### src/rtl/i2cb_pkg.sv
package i2cb_pkg;
  localparam int BYTE_W = 8;

  typedef struct packed {
    logic start;
    logic stop;
    logic rise;
    logic fall;
    logic sda;
  } bus_ev_t;

  typedef enum logic [2:0] {
    MS_IDLE, MS_START, MS_LOW, MS_HIGH, MS_HOLD, MS_STPA, MS_STPB
  } mst_e;

  typedef enum logic [1:0] {
    SS_IDLE, SS_ADDR, SS_ACKW, SS_ACK
  } slv_e;
endpackage

### src/rtl/i2cb_busmon.sv
module i2cb_busmon import i2cb_pkg::*; #(
  parameter int SYNC = 2
) (
  input  logic    clk,
  input  logic    rst_n,
  input  logic    scl_i,
  input  logic    sda_i,
  output bus_ev_t ev
);
  // index SYNC-1 is the synchronized level, index SYNC the previous one
  logic [SYNC:0] scl_q, sda_q;

  always_ff @(posedge clk or negedge rst_n) begin
    if (!rst_n) begin
      scl_q <= '1;
      sda_q <= '1;
    end else begin
      scl_q <= {scl_q[SYNC-1:0], scl_i};
      sda_q <= {sda_q[SYNC-1:0], sda_i};
    end
  end

  always_comb begin
    ev.sda   = sda_q[SYNC-1];
    ev.rise  = scl_q[SYNC-1] & ~scl_q[SYNC];
    ev.fall  = ~scl_q[SYNC-1] & scl_q[SYNC];
    ev.start = scl_q[SYNC-1] & scl_q[SYNC] & sda_q[SYNC] & ~sda_q[SYNC-1];
    ev.stop  = scl_q[SYNC-1] & scl_q[SYNC] & ~sda_q[SYNC] & sda_q[SYNC-1];
  end
endmodule

### src/rtl/i2cb_tick.sv
module i2cb_tick #(
  parameter int DIV = 250
) (
  input  logic clk,
  input  logic rst_n,
  input  logic restart,
  output logic tick
);
  localparam int CW = (DIV > 1) ? $clog2(DIV) : 1;
  logic [CW-1:0] cnt_q, cnt_n;

  assign tick = (cnt_q == '0);

  always_comb begin
    if (restart || tick) cnt_n = CW'(DIV - 1);
    else                 cnt_n = cnt_q - 1'b1;
  end

  always_ff @(posedge clk or negedge rst_n) begin
    if (!rst_n) cnt_q <= '0;
    else        cnt_q <= cnt_n;
  end
endmodule

### src/rtl/i2cb_master.sv
module i2cb_master import i2cb_pkg::*; (
  input  logic              clk,
  input  logic              rst_n,
  input  logic              tick,
  input  logic              go,
  input  logic              stop_req,
  input  logic              scl_rise,
  input  logic              sda_s,
  input  logic [BYTE_W-1:0] tx_byte,
  output logic              scl_drv,
  output logic              sda_drv,
  output logic              lost,
  output logic              ack_vld,
  output logic              ack_bit,
  output logic              idle
);
  localparam int CW = $clog2(BYTE_W + 1);

  mst_e              st_q, st_n;
  logic [CW-1:0]     cnt_q, cnt_n;
  logic [BYTE_W-1:0] sh_q, sh_n;
  logic              data_ph;

  assign data_ph = (cnt_q < CW'(BYTE_W));
  assign ack_bit = sda_s;
  assign idle    = (st_q == MS_IDLE);

  always_comb begin
    st_n    = st_q;
    cnt_n   = cnt_q;
    sh_n    = sh_q;
    lost    = 1'b0;
    ack_vld = 1'b0;
    unique case (st_q)
      MS_IDLE:  if (go) begin
                  st_n  = MS_START;
                  cnt_n = '0;
                  sh_n  = tx_byte;
                end
      MS_START: if (tick) st_n = MS_LOW;
      MS_LOW:   if (tick) st_n = MS_HIGH;
      MS_HIGH: begin
        if (scl_rise && data_ph && sh_q[BYTE_W-1] && !sda_s) begin
          lost = 1'b1;
          st_n = MS_IDLE;
        end else begin
          ack_vld = scl_rise && !data_ph;
          if (tick) begin
            if (!data_ph) st_n = MS_HOLD;
            else begin
              cnt_n = cnt_q + 1'b1;
              sh_n  = {sh_q[BYTE_W-2:0], 1'b0};
              st_n  = MS_LOW;
            end
          end
        end
      end
      MS_HOLD:  if (stop_req) st_n = MS_STPA;
      MS_STPA:  if (tick) st_n = MS_STPB;
      MS_STPB:  if (tick) st_n = MS_IDLE;
      default:  st_n = MS_IDLE;
    endcase
  end

  always_comb begin
    scl_drv = (st_q == MS_LOW) || (st_q == MS_HOLD) || (st_q == MS_STPA);
    sda_drv = (st_q == MS_START) || (st_q == MS_STPA) || (st_q == MS_STPB) ||
              (((st_q == MS_LOW) || (st_q == MS_HIGH)) && data_ph && !sh_q[BYTE_W-1]);
  end

  always_ff @(posedge clk or negedge rst_n) begin
    if (!rst_n) begin
      st_q  <= MS_IDLE;
      cnt_q <= '0;
      sh_q  <= '0;
    end else begin
      st_q  <= st_n;
      cnt_q <= cnt_n;
      sh_q  <= sh_n;
    end
  end
endmodule

### src/rtl/i2cb_slave.sv
module i2cb_slave import i2cb_pkg::*; (
  input  logic              clk,
  input  logic              rst_n,
  input  logic              en,
  input  logic              bus_start,
  input  logic              bus_stop,
  input  logic              scl_rise,
  input  logic              scl_fall,
  input  logic              sda_s,
  input  logic [BYTE_W-2:0] own_addr,
  output logic              sda_drv,
  output logic              hit_own,
  output logic              hit_gc,
  output logic              rx_vld,
  output logic [BYTE_W-1:0] rx_byte
);
  localparam int CW = $clog2(BYTE_W);

  slv_e              st_q, st_n;
  logic [CW-1:0]     cnt_q, cnt_n;
  logic [BYTE_W-1:0] sh_q, sh_n;

  assign rx_byte = sh_n;
  assign sda_drv = (st_q == SS_ACK);

  always_comb begin
    st_n    = st_q;
    cnt_n   = cnt_q;
    sh_n    = sh_q;
    hit_own = 1'b0;
    hit_gc  = 1'b0;
    rx_vld  = 1'b0;
    if (!en || bus_stop) begin
      st_n = SS_IDLE;
    end else if (bus_start) begin
      st_n  = SS_ADDR;
      cnt_n = '0;
    end else begin
      unique case (st_q)
        SS_ADDR: if (scl_rise) begin
          sh_n  = {sh_q[BYTE_W-2:0], sda_s};
          cnt_n = cnt_q + 1'b1;
          if (cnt_q == CW'(BYTE_W - 1)) begin
            rx_vld  = 1'b1;
            hit_own = (sh_n[BYTE_W-1:1] == own_addr);
            hit_gc  = (sh_n == '0);
            st_n    = (hit_own || hit_gc) ? SS_ACKW : SS_IDLE;
          end
        end
        SS_ACKW: if (scl_fall) st_n = SS_ACK;
        SS_ACK:  if (scl_fall) st_n = SS_IDLE;
        default: st_n = SS_IDLE;
      endcase
    end
  end

  always_ff @(posedge clk or negedge rst_n) begin
    if (!rst_n) begin
      st_q  <= SS_IDLE;
      cnt_q <= '0;
      sh_q  <= '0;
    end else begin
      st_q  <= st_n;
      cnt_q <= cnt_n;
      sh_q  <= sh_n;
    end
  end
endmodule

### src/rtl/i2cb_ctrl.sv
module i2cb_ctrl import i2cb_pkg::*; #(
  parameter int DIV  = 250,
  parameter int SYNC = 2
) (
  input  logic              clk,
  input  logic              rst_n,
  input  logic              ctl_we,
  input  logic [7:4]        ctl_wdata,
  input  logic              stat_rd,
  input  logic [BYTE_W-2:0] own_addr,
  input  logic [BYTE_W-1:0] tx_data,
  output logic [7:0]        status,
  output logic [BYTE_W-1:0] rx_data,
  input  logic              scl_i,
  input  logic              sda_i,
  output logic              scl_oe,
  output logic              sda_oe
);
  logic [1:0] rs_q;
  logic       srst_n;

  always_ff @(posedge clk or negedge rst_n) begin
    if (!rst_n) rs_q <= '0;
    else        rs_q <= {rs_q[0], 1'b1};
  end
  assign srst_n = rs_q[1];

  bus_ev_t ev;
  logic tick, go, stop_req;
  logic m_scl, m_sda, m_lost, m_ack_vld, m_ack_bit, m_idle;
  logic s_sda, s_own, s_gc, s_vld;
  logic [BYTE_W-1:0] s_byte;

  logic [1:0] mode_q, mode_n;
  logic oe_q, oe_n, busy_q, busy_n, al_q, al_n;
  logic aas_q, aas_n, az_q, az_n, lrb_q, lrb_n;
  logic [BYTE_W-1:0] rx_q, rx_n;

  assign go       = ctl_we && ctl_wdata[7] && ctl_wdata[5] && ctl_wdata[4] && !busy_q && m_idle;
  assign stop_req = ctl_we && ctl_wdata[7] && !ctl_wdata[5];

  i2cb_busmon #(.SYNC(SYNC)) u_mon (
    .clk(clk), .rst_n(srst_n), .scl_i(scl_i), .sda_i(sda_i), .ev(ev));

  i2cb_tick #(.DIV(DIV)) u_tick (
    .clk(clk), .rst_n(srst_n), .restart(go), .tick(tick));

  i2cb_master u_mst (
    .clk(clk), .rst_n(srst_n), .tick(tick), .go(go), .stop_req(stop_req),
    .scl_rise(ev.rise), .sda_s(ev.sda), .tx_byte(tx_data),
    .scl_drv(m_scl), .sda_drv(m_sda), .lost(m_lost),
    .ack_vld(m_ack_vld), .ack_bit(m_ack_bit), .idle(m_idle));

  i2cb_slave u_slv (
    .clk(clk), .rst_n(srst_n), .en(oe_q && !mode_q[1]),
    .bus_start(ev.start), .bus_stop(ev.stop), .scl_rise(ev.rise),
    .scl_fall(ev.fall), .sda_s(ev.sda), .own_addr(own_addr),
    .sda_drv(s_sda), .hit_own(s_own), .hit_gc(s_gc),
    .rx_vld(s_vld), .rx_byte(s_byte));

  always_comb begin
    mode_n = ctl_we ? ctl_wdata[7:6] : mode_q;
    oe_n   = ctl_we ? ctl_wdata[4]   : oe_q;
    busy_n = ev.start ? 1'b1 : (ev.stop ? 1'b0 : busy_q);
    al_n   = m_lost ? 1'b1 : (go ? 1'b0 : al_q);
    aas_n  = s_own ? 1'b1 : (stat_rd ? 1'b0 : aas_q);
    az_n   = s_gc ? 1'b1 : ((ev.start || ev.stop) ? 1'b0 : az_q);
    lrb_n  = m_ack_vld ? m_ack_bit : lrb_q;
    rx_n   = s_vld ? s_byte : rx_q;
  end

  always_ff @(posedge clk or negedge srst_n) begin
    if (!srst_n) begin
      mode_q <= '0;
      oe_q   <= 1'b0;
      busy_q <= 1'b0;
      al_q   <= 1'b0;
      aas_q  <= 1'b0;
      az_q   <= 1'b0;
      lrb_q  <= 1'b0;
      rx_q   <= '0;
    end else begin
      mode_q <= mode_n;
      oe_q   <= oe_n;
      busy_q <= busy_n;
      al_q   <= al_n;
      aas_q  <= aas_n;
      az_q   <= az_n;
      lrb_q  <= lrb_n;
      rx_q   <= rx_n;
    end
  end

  assign status  = {mode_q, busy_q, oe_q, al_q, aas_q, az_q, lrb_q};
  assign rx_data = rx_q;
  assign scl_oe  = oe_q && m_scl;
  assign sda_oe  = oe_q && (m_sda || s_sda);
endmodule

### config.mk
export PLATFORM = sky130hd
export DESIGN_NAME = i2cb_ctrl
export DESIGN_NICKNAME = d
export VERILOG_FILES = /design/src/rtl/i2cb_pkg.sv /design/src/rtl/i2cb_busmon.sv /design/src/rtl/i2cb_tick.sv /design/src/rtl/i2cb_master.sv /design/src/rtl/i2cb_slave.sv /design/src/rtl/i2cb_ctrl.sv
export SDC_FILE = /design/constraint.sdc
export NUM_CORES = 1
export LEC_CHECK = 0
export BUFFER_PORTS_ARGS = -buffer_cell sky130_fd_sc_hd__buf_2
export CELL_PAD_IN_SITES_DETAIL_PLACEMENT = 2
export CELL_PAD_IN_SITES_GLOBAL_PLACEMENT = 2
export CORE_ASPECT_RATIO = 0.8
export CORE_UTILIZATION = 39
export CTS_BUF_LIST = sky130_fd_sc_hd__clkbuf_4
export DETAILED_ROUTE_END_ITERATION = 8
export PLACE_DENSITY = 0.88
export SYNTH_ARGS = -nofsm -noshare
export SYNTH_HDL_FRONTEND = slang
export SYNTH_SLANG_ARGS = --single-unit
export TNS_END_PERCENT = 10
### constraint.sdc
create_clock -name clk -period 2.4 [get_ports clk]
set_clock_uncertainty 0.15 [all_clocks]
set_input_delay 0.48 -clock clk [delete_from_list [all_inputs] [get_ports clk]]
set_output_delay 0.48 -clock clk [all_outputs]
set_load 0.1 [all_outputs]
Word level (Yosys, flattened, before mapping) --
Cells that the tools add are included.
Operators by class: $add $sub $neg 3, $mul 0, div/mod/pow operators 0, $lt $le $gt $ge 1, equal/unequal tests 25, shifts and indexed selects 0, mux-type cells 63, bitwise gates (word level) 12, reductions and logical operators 47
Operator list (number):
- two-way mux 8 bit | 9
- two-way mux 3 bit | 12
- two-way mux 1 bit | 27
- case mux 3 bit (7 select lines) | 1
- zero test 8 bit | 2
- two-way mux 4 bit | 4
- inequality test 2 bit (second input constant) | 8
- case mux 8 bit (2 select lines) | 1
- logical AND 1 bit | 15
- two-way mux 2 bit | 7
- nonzero test 2 bit | 7
- equality test 3 bit (second input constant) | 4
- inequality test 4 x 1 -> 1 bit (second input constant) | 3
- logical OR 1 bit | 11
- case mux 4 bit (2 select lines) | 1
- subtractor 8 x 1 -> 8 bit (second input constant) | 1
- bitwise AND 1 bit | 7
- equality test 7 bit | 1
- zero test 1 bit | 7
- AND reduction 7 bit | 1
- equality test 3 x 2 -> 1 bit (second input constant) | 2
- case mux 2 bit (3 select lines) | 1
- inverter 1 bit | 5
- AND reduction 5 bit | 1
- other kinds (12) | 13
Word-level totals: register bits 60, latch bits 0, memory bits (writable) 0, ROM bits 0, output and inout port bits 18, logic and storage cells 169, memories kept 0

Depth between registers and ports, before layout --
Gate-level depths: netlist (run 1).
depth in word-level cells 8, gate-level depth with buffers 7, gate-level depth less buffers 6

By module --
A second synthesis (run 1) with hierarchy kept.
Unflattened totals: cells, all modules 278, area, all modules 3204.3 um^2
By module, submodules not included:
- i2cb_master | instances 1, cells an instance 100, area an instance 1014.7 um^2, sequential area each 375.4 um^2
- i2cb_slave | instances 1, cells an instance 67, area an instance 803.3 um^2, sequential area each 325.3 um^2
- i2cb_ctrl | instances 1, cells an instance 56, area an instance 744.5 um^2, sequential area each 450.4 um^2
- i2cb_tick | instances 1, cells an instance 44, area an instance 444.2 um^2, sequential area each 200.2 um^2
- i2cb_busmon | instances 1, cells an instance 11, area an instance 197.7 um^2, sequential area each 157.7 um^2

Worst setup path before layout (run 1) --
No wires, ideal clock.
kind register -> register, from register mode_q[1], to register rx_q[0] (netlist: rx_data[0]), library setup time 0.128 ns, arrival time 2.041 ns, required time 2.122 ns, slack 0.081 ns, cell stages (with the launch flop) 6, path buffers 1, clock period less this slack 2.319 ns, cell sequence dfrtp_1 > and2b_1 > and3_1 > buf_4 > nand2_2 > mux2_1
Between the ends: word-level cells in the longest chain between the ends 5, elaborated cells between the ends (all ways) 6, those cells by class mux: 2; reduce/logical: 4
Ends and longest elaborated chain:
- start, declared | RTL line i2cb_ctrl.sv:34 | logic [1:0] mode_q, mode_n;
- start signal, assigned | RTL line i2cb_ctrl.sv:83 | mode_q <= mode_n;
- zero test 1 bit * | RTL line i2cb_ctrl.sv:55 | .clk(clk), .rst_n(srst_n), .en(oe_q && !mode_q[1]),
- logical AND 1 bit * | RTL line i2cb_ctrl.sv:55
- zero test 1 bit * | RTL line i2cb_slave.sv:33 | if (!en || bus_stop) begin
- logical OR 1 bit * | RTL line i2cb_slave.sv:33
- two-way mux 8 bit or two-way mux 1 bit (tied branches) | RTL line i2cb_slave.sv:33
- end signal, assigned | RTL line i2cb_ctrl.sv:90 | rx_q <= rx_n;
- end, declared | RTL line i2cb_ctrl.sv:37 | logic [BYTE_W-1:0] rx_q, rx_n;
Mark *: on every way between the ends. The rest lies on a longest branch, timed or not. A chain may end at the register's enable or synchronous reset.

Worst setup path in the final report (run 1) --
from register u_mst.cnt_q[3], to output sda_oe
Between the ends: word-level cells in the longest chain between the ends 6
Ends and longest elaborated chain:
- start, declared | RTL line i2cb_master.sv:20 | logic [CW-1:0] cnt_q, cnt_n;
- start signal, assigned | RTL line i2cb_master.sv:78 | cnt_q <= cnt_n;
- less-than comparator 4 bit | RTL line i2cb_master.sv:24 | assign data_ph = (cnt_q < CW'(BYTE_W));
- logical AND 1 bit (2 in a row) | RTL line i2cb_master.sv:68 | (((st_q == MS_LOW) || (st_q == MS_HIGH)) && data_ph && !sh_q[BYTE_W-1]);
- logical OR 1 bit | RTL line i2cb_master.sv:67 | sda_drv = (st_q == MS_START) || (st_q == MS_STPA) || (st_q == MS_STPB) ||
- logical OR 1 bit | RTL line i2cb_ctrl.sv:97 | assign sda_oe = oe_q && (m_sda || s_sda);
- logical AND 1 bit | RTL line i2cb_ctrl.sv:97
- end, declared | RTL line i2cb_ctrl.sv:17 | output logic sda_oe
Every way passes these cells.

==> impl_results.md, run 1 <==
* RSZ-0062 raised after global routing: false
* HP Start: stat_rd
* Standard-cell row count at 27
* Final WL at 8090 um
* Simple-Gate Fraction of Synth Area at 0.162
* GR Util met3 at 0.0634
* Failing checks: DRC
* P&R area growth vs syn at 15.1%
* Min-Delay Path Class: primary input to flip-flop
* Clock slew at reported path FFs at 100 ps
* Dominant synthesized flop cell: dfrtp_1
* Met1 Use GR at 0.280
* Commonest non-fill, non-tap cells in the layout: 51 x dfrtp_1, 40 x buf_2, 18 x nand2_1, 12 x nor2_1, 11 x mux2_2
* CP Launch Type: flip-flop
* Clock tree buffer depth at 2
* Yosys top cell by area: dfrtp_1
* H-tree levels at 3
* Post-synth EDFFs at 0
* Mapped Avg Cell Area at 11.4 um^2
* Cell Chain, Critical Path: nor2_1, o21ai_0, a21oi_1, o21a_1, buf_6
* Switching power at 509 uW
* Met2 usage at 0.412
* Dpl cells at 370
* First-pass iteration count of the detailed router at 6
* Most common cell after layout, fill and taps aside: dfrtp_1
* Antenna cells at 0
* I/O Buffers at 42
* DRC violations left at 2
* Core Area at 0.00703 mm^2
* RR Startpoint: u_mon.scl_q[2]$_DFF_PN1_
* Status: finished with violations
* Final hold viol count at 0
* Ports at 43
* Crit path largest cell delay at 490 ps
* Time the worst path needs with I/O delays and setup at 2310 ps
* Buf/Inv on CP at 1
* Width of the die at 98.1 um
* Post-route ant nets at 0
* Vias per inst at 5.62
* Final Util at 0.472
* Via count at 2185
* MaxCap Viol Count at 0
* Synth Area in Compound Gates at 0.124
* Net Count, Synth at 287
* Crit Reg-Reg Endpoint: u_mst.sh_q[4]$_DFFE_PN0P_
* Combinational power share at 0.086
* Worst slew pin tran at 741 ps
* Cell family with most CP delay: flip-flops
* R2R Setup Slk at 230 ps
* CTS root buf: clkbuf_4
* LEAKAGE at 1.60 nW
* Yosys top cell area share at 0.460
* Period utilization at 0.964
* Post-synth ARST share at 1.00
* Crit. End Element: output pin
* Crit path DAT at 1680 ps
* Pins Over Slew Limit at 0
* Worst Hold End: aas_q$_DFFE_PN0P_
* Adder-cell share of the synthesized area at 0.0347
* Req. time, crit path at 1770 ps
* Peak VDD IR at 251 uV
* Mux cell area share after synthesis at 0.0811
* P_int at 1.37 mW
* Drt initial violations at 79
* Cells after synthesis at 254
* Clk pwr share at 0.360
* Slowest-stage cell, CP: dfrtp_1
* Clock latency on the worst-skew pair at 420 ps
* Top cells by area, synth: dfrtp_1 46%, dfstp_2 5.5%, mux2_2 4.3%
* Relative slew slack at 0.503
* Post-DP Area at 0.00315 mm^2
* PwrDens at 565 mW/mm^2
* Initial Utilization at 0.410
* Yosys cell types at 56
* Critical path type: flip-flop to output pin
* Total gr overflow at 0
* Hold path depth at 2
* Netlist Area Pre-Place at 0.00288 mm^2
* Die H at 78.9 um
* Total track usage at 0.232
* Register area share after synthesis at 0.515
* Die footprint at 0.00775 mm^2
* Synth warn at 0
* Fraction of layout cells with a size suffix above 1 at 0.301
* WL/cell at 20.8 um
* RD Place Congestion at 0.745
* GRT Max-Usage Layer: met2
* Final TNS setup at 0 ps
* Setup violators final at 0
* Total CTS buffers at 9
* First-pass GRT wire length at 13400 um
* Sw Share at 0.271
* Sequential power share at 0.554
* Largest net degree at the start of global routing at 34
* Final cell count without fillers at 389
* R2R cell count at 4
* FF+latch count, synth at 59
* Fmax at 432 MHz
* # Post-CTS Setup Buffers at 0
* Critical Path Fanout Max at 8
* CTS sink count at 59
* Vias in the first global route at 2458
* Largest family of logic cells by synthesized area: simple AND/OR/NAND/NOR gates
* Final instance area at 0.00332 mm^2
* DP HPWL at 5910 um
* Final net count at 330
* Initial antenna violation count at 0
* Clock tree from TritonCTS: done
* XOR/XNOR share of the synthesized area at 0.0395
kinds of logic (layout without fill, tap and decap cells):
| logic type | after synthesis | in the layout |
|---|---|---|
| AOI/OAI and AO/OA | 46 | 46 |
| xor gates and xnor gates | 13 | 13 |
| adders and majority gates | 8 | 8 |
| buffers and inverters | 25 | 73 |
| DFF | 59 | 59 |
| muxes | 21 | 21 |
| other | 1 | 1 |
| and+or+nand+nor | 81 | 81 |
synthesized netlist by cell type (2+ instances only):
cell,number
a211oi_1,3
a21o_1,2
a21oi_1,4
a22o_1,3
a31oi_1,2
and3_1,4
and3b_1,3
buf_2,3
buf_4,7
clkbuf_1,7
dfrtp_1,53
dfstp_2,6
ha_1,8
inv_1,8
mux2_1,8
mux2_2,11
mux2i_1,2
nand2_1,18
nand2b_1,3
nand3_1,7
nand3b_1,2
nor2_1,12
nor2b_1,2
nor3_1,5
nor3b_1,2
nor4_1,4
o211ai_1,6
o21a_1,4
o21ai_0,4
o21ai_1,2
o221a_2,7
or3_1,7
xnor2_1,3
xor2_1,10
worst max path at each step:
stage | startpoint | endpoint | depth (start not counted)
after detailed placement | u_mst.st_q[2]$_DFFE_PN0P_ | u_mst.sh_q[7]$_DFFE_PN0P_ | 4
final | u_mst.cnt_q[3]$_DFFE_PN0P_ | sda_oe | 5
after floorplan | mode_q[1]$_DFFE_PN0P_ | rx_data[0]$_DFFE_PN0P_ | 5
after CTS | u_mst.st_q[2]$_DFFE_PN0P_ | sda_oe | 4
after global placement | u_mst.st_q[2]$_DFFE_PN0P_ | sda_oe | 4
after global routing | u_mst.st_q[1]$_DFFE_PN0P_ | scl_oe | 3
power groups by stage:
stage                     combinational, mW  clock (mW)  sequential (mW)
after global routing                  0.171       0.736             1.04
after detailed placement              0.155           0             1.06
after CTS                             0.161       0.695             1.04
after global placement                0.149           0             1.06
after floorplan                      0.0776           0             1.08
final                                 0.161       0.676             1.04
cell type report:
class / count / area [um^2]
fillers: 717 / 3710
clock inverters: 7 / 58.8
repair buffers: 49 / 292
well taps: 87 / 109
multi-input cells: 170 / 1280
flip-flops and latches: 59 / 1490
clock buffers: 9 / 67.6
inverters: 8 / 30.0
state kept, by name, indices dropped and copies added (netlist names), 2 cells and up:
| name | flops |
|---|---|
| u_slv.sh_q | 7 |
| u_mst.st_q | 3 |
| rs_q | 2 |
| rx_data | 8 |
| mode_q | 2 |
| u_mst.sh_q | 8 |
| u_slv.cnt_q | 3 |
| u_mst.cnt_q | 4 |
| u_slv.st_q | 2 |
| u_tick.cnt_q | 8 |
| u_mon.sda_q | 3 |
| u_mon.scl_q | 3 |
what timing repair did:
action	CTS	global route
endpoints found under the setup margin	2	1
hold buffers	3	0
hold endpoints to repair	4	0
gates resized for setup	2	2
metal layers:
layer,vias up,part of all wire
li1,1004,-
met1,1134,0.43
met2,38,0.52
met3,9,0.029
met4,0,0.014
met5,-,0
per-stage QoR:
| stage | hold WS [ps] | setup slack (ps) | power, mW |
|---|---|---|---|
| 2_1_floorplan | 34.4 | 81.1 | 1.16 |
| 3_3_place_gp | 116 | 392 | 1.21 |
| 3_5_place_dp | 118 | 239 | 1.21 |
| 4_1_cts | 87.2 | 24.6 | 1.90 |
| 5_1_grt | 73.7 | 6.85 | 1.95 |
| 6_report | 99.1 | 86.7 | 1.88 |
Note: power is estimated with default switching activity, not from simulation.
==> run 2, diff against run 1 <==
Settings changed: CORE_UTILIZATION 39 to 40, PLACE_DENSITY 0.88 to 0.9.
Clock period 2.4 ns to 2.95 ns, I/O delays scaled along.
==> run 2 against run 1 <==
The flow now finishes without violations. Combinational power decreased by 22%. Final cell count shrank 1.0%. Sequential power decreased by 19%. Sequential cell count unchanged. First-iteration DRC count shrank 3.8%. Register-to-register slack better by 420 ps. Utilization up 0.19 points. Critical path depth is 1 lower. Non-clock buffer count shrank 4. Power decreased by 17%. Sequential share of layout area up 0.44 points. Wire length rose by 2.1%. Largest cell class unchanged.
==> impl_results.md, run 2 (same netlist as run 1, synthesis figures left out) <==
* Status: finished clean
* CP Depth at 4 (-1)
* Relative slew slack at 0.610 (+0.107)
* MaxCap Viol Count at 0 (unchanged)
* Total CTS buffers at 9 (unchanged)
* Vias in the first global route at 2478 (+0.81%)
* Total track usage at 0.237 (+0.00489)
* Layout fillers at 693 (-3.3%)
* Req. time, crit path at 2210 ps (+440 ps)
* LEAKAGE at 1.58 nW (-1.6%)
* Sw Share at 0.286 (+0.0145)
* Power Total at 1.56 mW (-17%)
* Clk pwr share at 0.377 (+0.017)
* CP Launch Type: flip-flop
* P_int at 1.11 mW (-19%)
* Crit path largest cell delay at 620 ps (+130 ps)
* Switching power at 446 uW (-12%)
* Fraction of layout cells with a size suffix above 1 at 0.302 (+0.000689)
* Fmax at 371 MHz
* Final TNS setup at 0 ps (unchanged)
* Cell family with most CP delay: flip-flops
* Crit path DAT at 1950 ps (+270 ps)
* First-pass iteration count of the detailed router at 4 (-2)
* Time the worst path needs with I/O delays and setup at 2690 ps
* Via count at 2175 (-0.46%)
* Width of the die at 96.9 um (-1.2%)
* RD Place Congestion at 0.701 (-5.9%)
* Min-Delay Path Class: flip-flop to async pin
* I/O Buffers at 42 (unchanged)
* Clock latency on the worst-skew pair at 430 ps (about the same)
* Standard-cell row count at 27 (unchanged)
* Clock slew at reported path FFs at 120 ps (+20 ps)
* Cell Chain, Critical Path: o21ai_0, a21oi_1, o21a_1, buf_2
* Final hold viol count at 0 (unchanged)
* Critical Path Fanout Max at 14 (+6)
* Sequential power share at 0.542 (-0.012)
* Total gr overflow at 0 (unchanged)
* Crit. End Element: output pin
* Final WL at 8260 um (+2.1%)
* Antenna cells at 0 (unchanged)
* Clock tree from TritonCTS: done
* Critical path type: flip-flop to output pin
* CTS sink count at 59 (unchanged)
* P&R area growth vs syn at 13.9%
* Worst slew pin tran at 585 ps (-156 ps)
* Core Area at 0.00693 mm^2 (-1.4%)
* DP HPWL at 5860 um (-0.79%)
* Slowest-stage cell, CP: dfrtp_1
* Initial Utilization at 0.416 (+0.00601)
* H-tree levels at 3 (unchanged)
* DRC violations left at 0 (-2)
* Final Util at 0.474 (+0.00185)
* Vias per inst at 5.65 (+0.58%)
* First-pass GRT wire length at 13500 um (+1.2%)
* Setup violators final at 0 (unchanged)
* Period utilization at 0.913
* Drt initial violations at 76 (-3.8%)
* PwrDens at 475 mW/mm^2 (-16%)
* R2R cell count at 4 (unchanged)
* Setup WS post-layout at 256 ps (+169 ps)
* Die H at 77.9 um (-1.2%)
* Pre-CTS setup slack at 698 ps (+460 ps)
* Ports at 43 (unchanged)
* Peak VDD IR at 210 uV (-17%)
* Commonest non-fill, non-tap cells in the layout: 52 x dfrtp_1, 42 x buf_2, 18 x nand2_1, 12 x nor2_1, 11 x mux2_2
* Most common cell after layout, fill and taps aside: dfrtp_1
* WL/cell at 21.5 um (+3.2%)
* CTS root buf: clkbuf_4
* RSZ-0062 raised after global routing: false
* # Post-CTS Setup Buffers at 0 (unchanged)
* Pins Over Slew Limit at 0 (unchanged)
* Initial antenna violation count at 0 (unchanged)
* Largest net degree at the start of global routing at 35 (+2.9%)
* Final net count at 326 (-1.2%)
* Post-route ant nets at 0 (unchanged)
* Die footprint at 0.00756 mm^2 (-2.4%)
* Clock tree buffer depth at 2 (unchanged)
* Buf/Inv on CP at 1 (unchanged)
* Combinational power share at 0.081 (-0.005)
-- run 2: final cells by class --
type,instances,area (um^2),share of cell area
flip-flops and latches,59,1490,0.452
multi-input cells,170,1280,0.389
repair buffers,45,248,0.0754
well taps,87,109,0.0331
clock inverters,7,68.8,0.0210
clock buffers,9,67.6,0.0206
inverters,8,30.0,0.00914
-- run 2: path summary, 6_finish.rpt --
check | from | end | slack, ps
max | u_mst.st_q[2]$_DFFE_PN0P_ | sda_oe | 260
min | rs_q[1]$_DFF_PN0_ | u_slv.st_q[1]$_DFFE_PN0P_ | 110
max reg2reg | u_mon.scl_q[1]$_DFF_PN1_ | rx_data[7]$_DFFE_PN0P_ | 650
min reg2reg | rs_q[1]$_DFF_PN0_ | u_slv.st_q[1]$_DFFE_PN0P_ | 110
max in group asynchronous | rs_q[1]$_DFF_PN0_ | u_mon.sda_q[1]$_DFF_PN1_ | 1880
min in group clk | scl_i | u_mon.scl_q[0]$_DFF_PN1_ | 110
-- run 2: what timing repair did --
action / 4_1_cts / 5_1_grt
gates resized for setup: 0 / 0
endpoints found under the hold margin: 2 / 0
hold buffers: 1 / 0
-- run 2: layer usage --
layer / vias up / share of wire / GRT usage
met5: - / 0 / 0
met4: 0 / 0.022 / 0.0866
met3: 18 / 0.032 / 0.0658
met2: 42 / 0.51 / 0.411
met1: 1128 / 0.43 / 0.282
li1: 987 / - / -
-- run 2: stage by stage --
stage / hold slack (ps) / cells / instance area [um^2]
final: 112 / 385 / 3280
after global routing: 74.5 / 385 / 3280
after CTS: 91.4 / 385 / 3280
after detailed placement: 137 / 368 / 3140
after global placement: 116 / 368 / 3140
after floorplan: 144 / 254 / 2880
-- run 2: power by group through the flow --
stage / combinational, mW / clock [mW] / sequential, mW
floorplan: 0.0631 / 0 / 0.879
global placement: 0.120 / 0 / 0.859
detailed placement: 0.125 / 0 / 0.862
CTS: 0.128 / 0.598 / 0.846
global route: 0.135 / 0.629 / 0.849
finish: 0.126 / 0.588 / 0.846
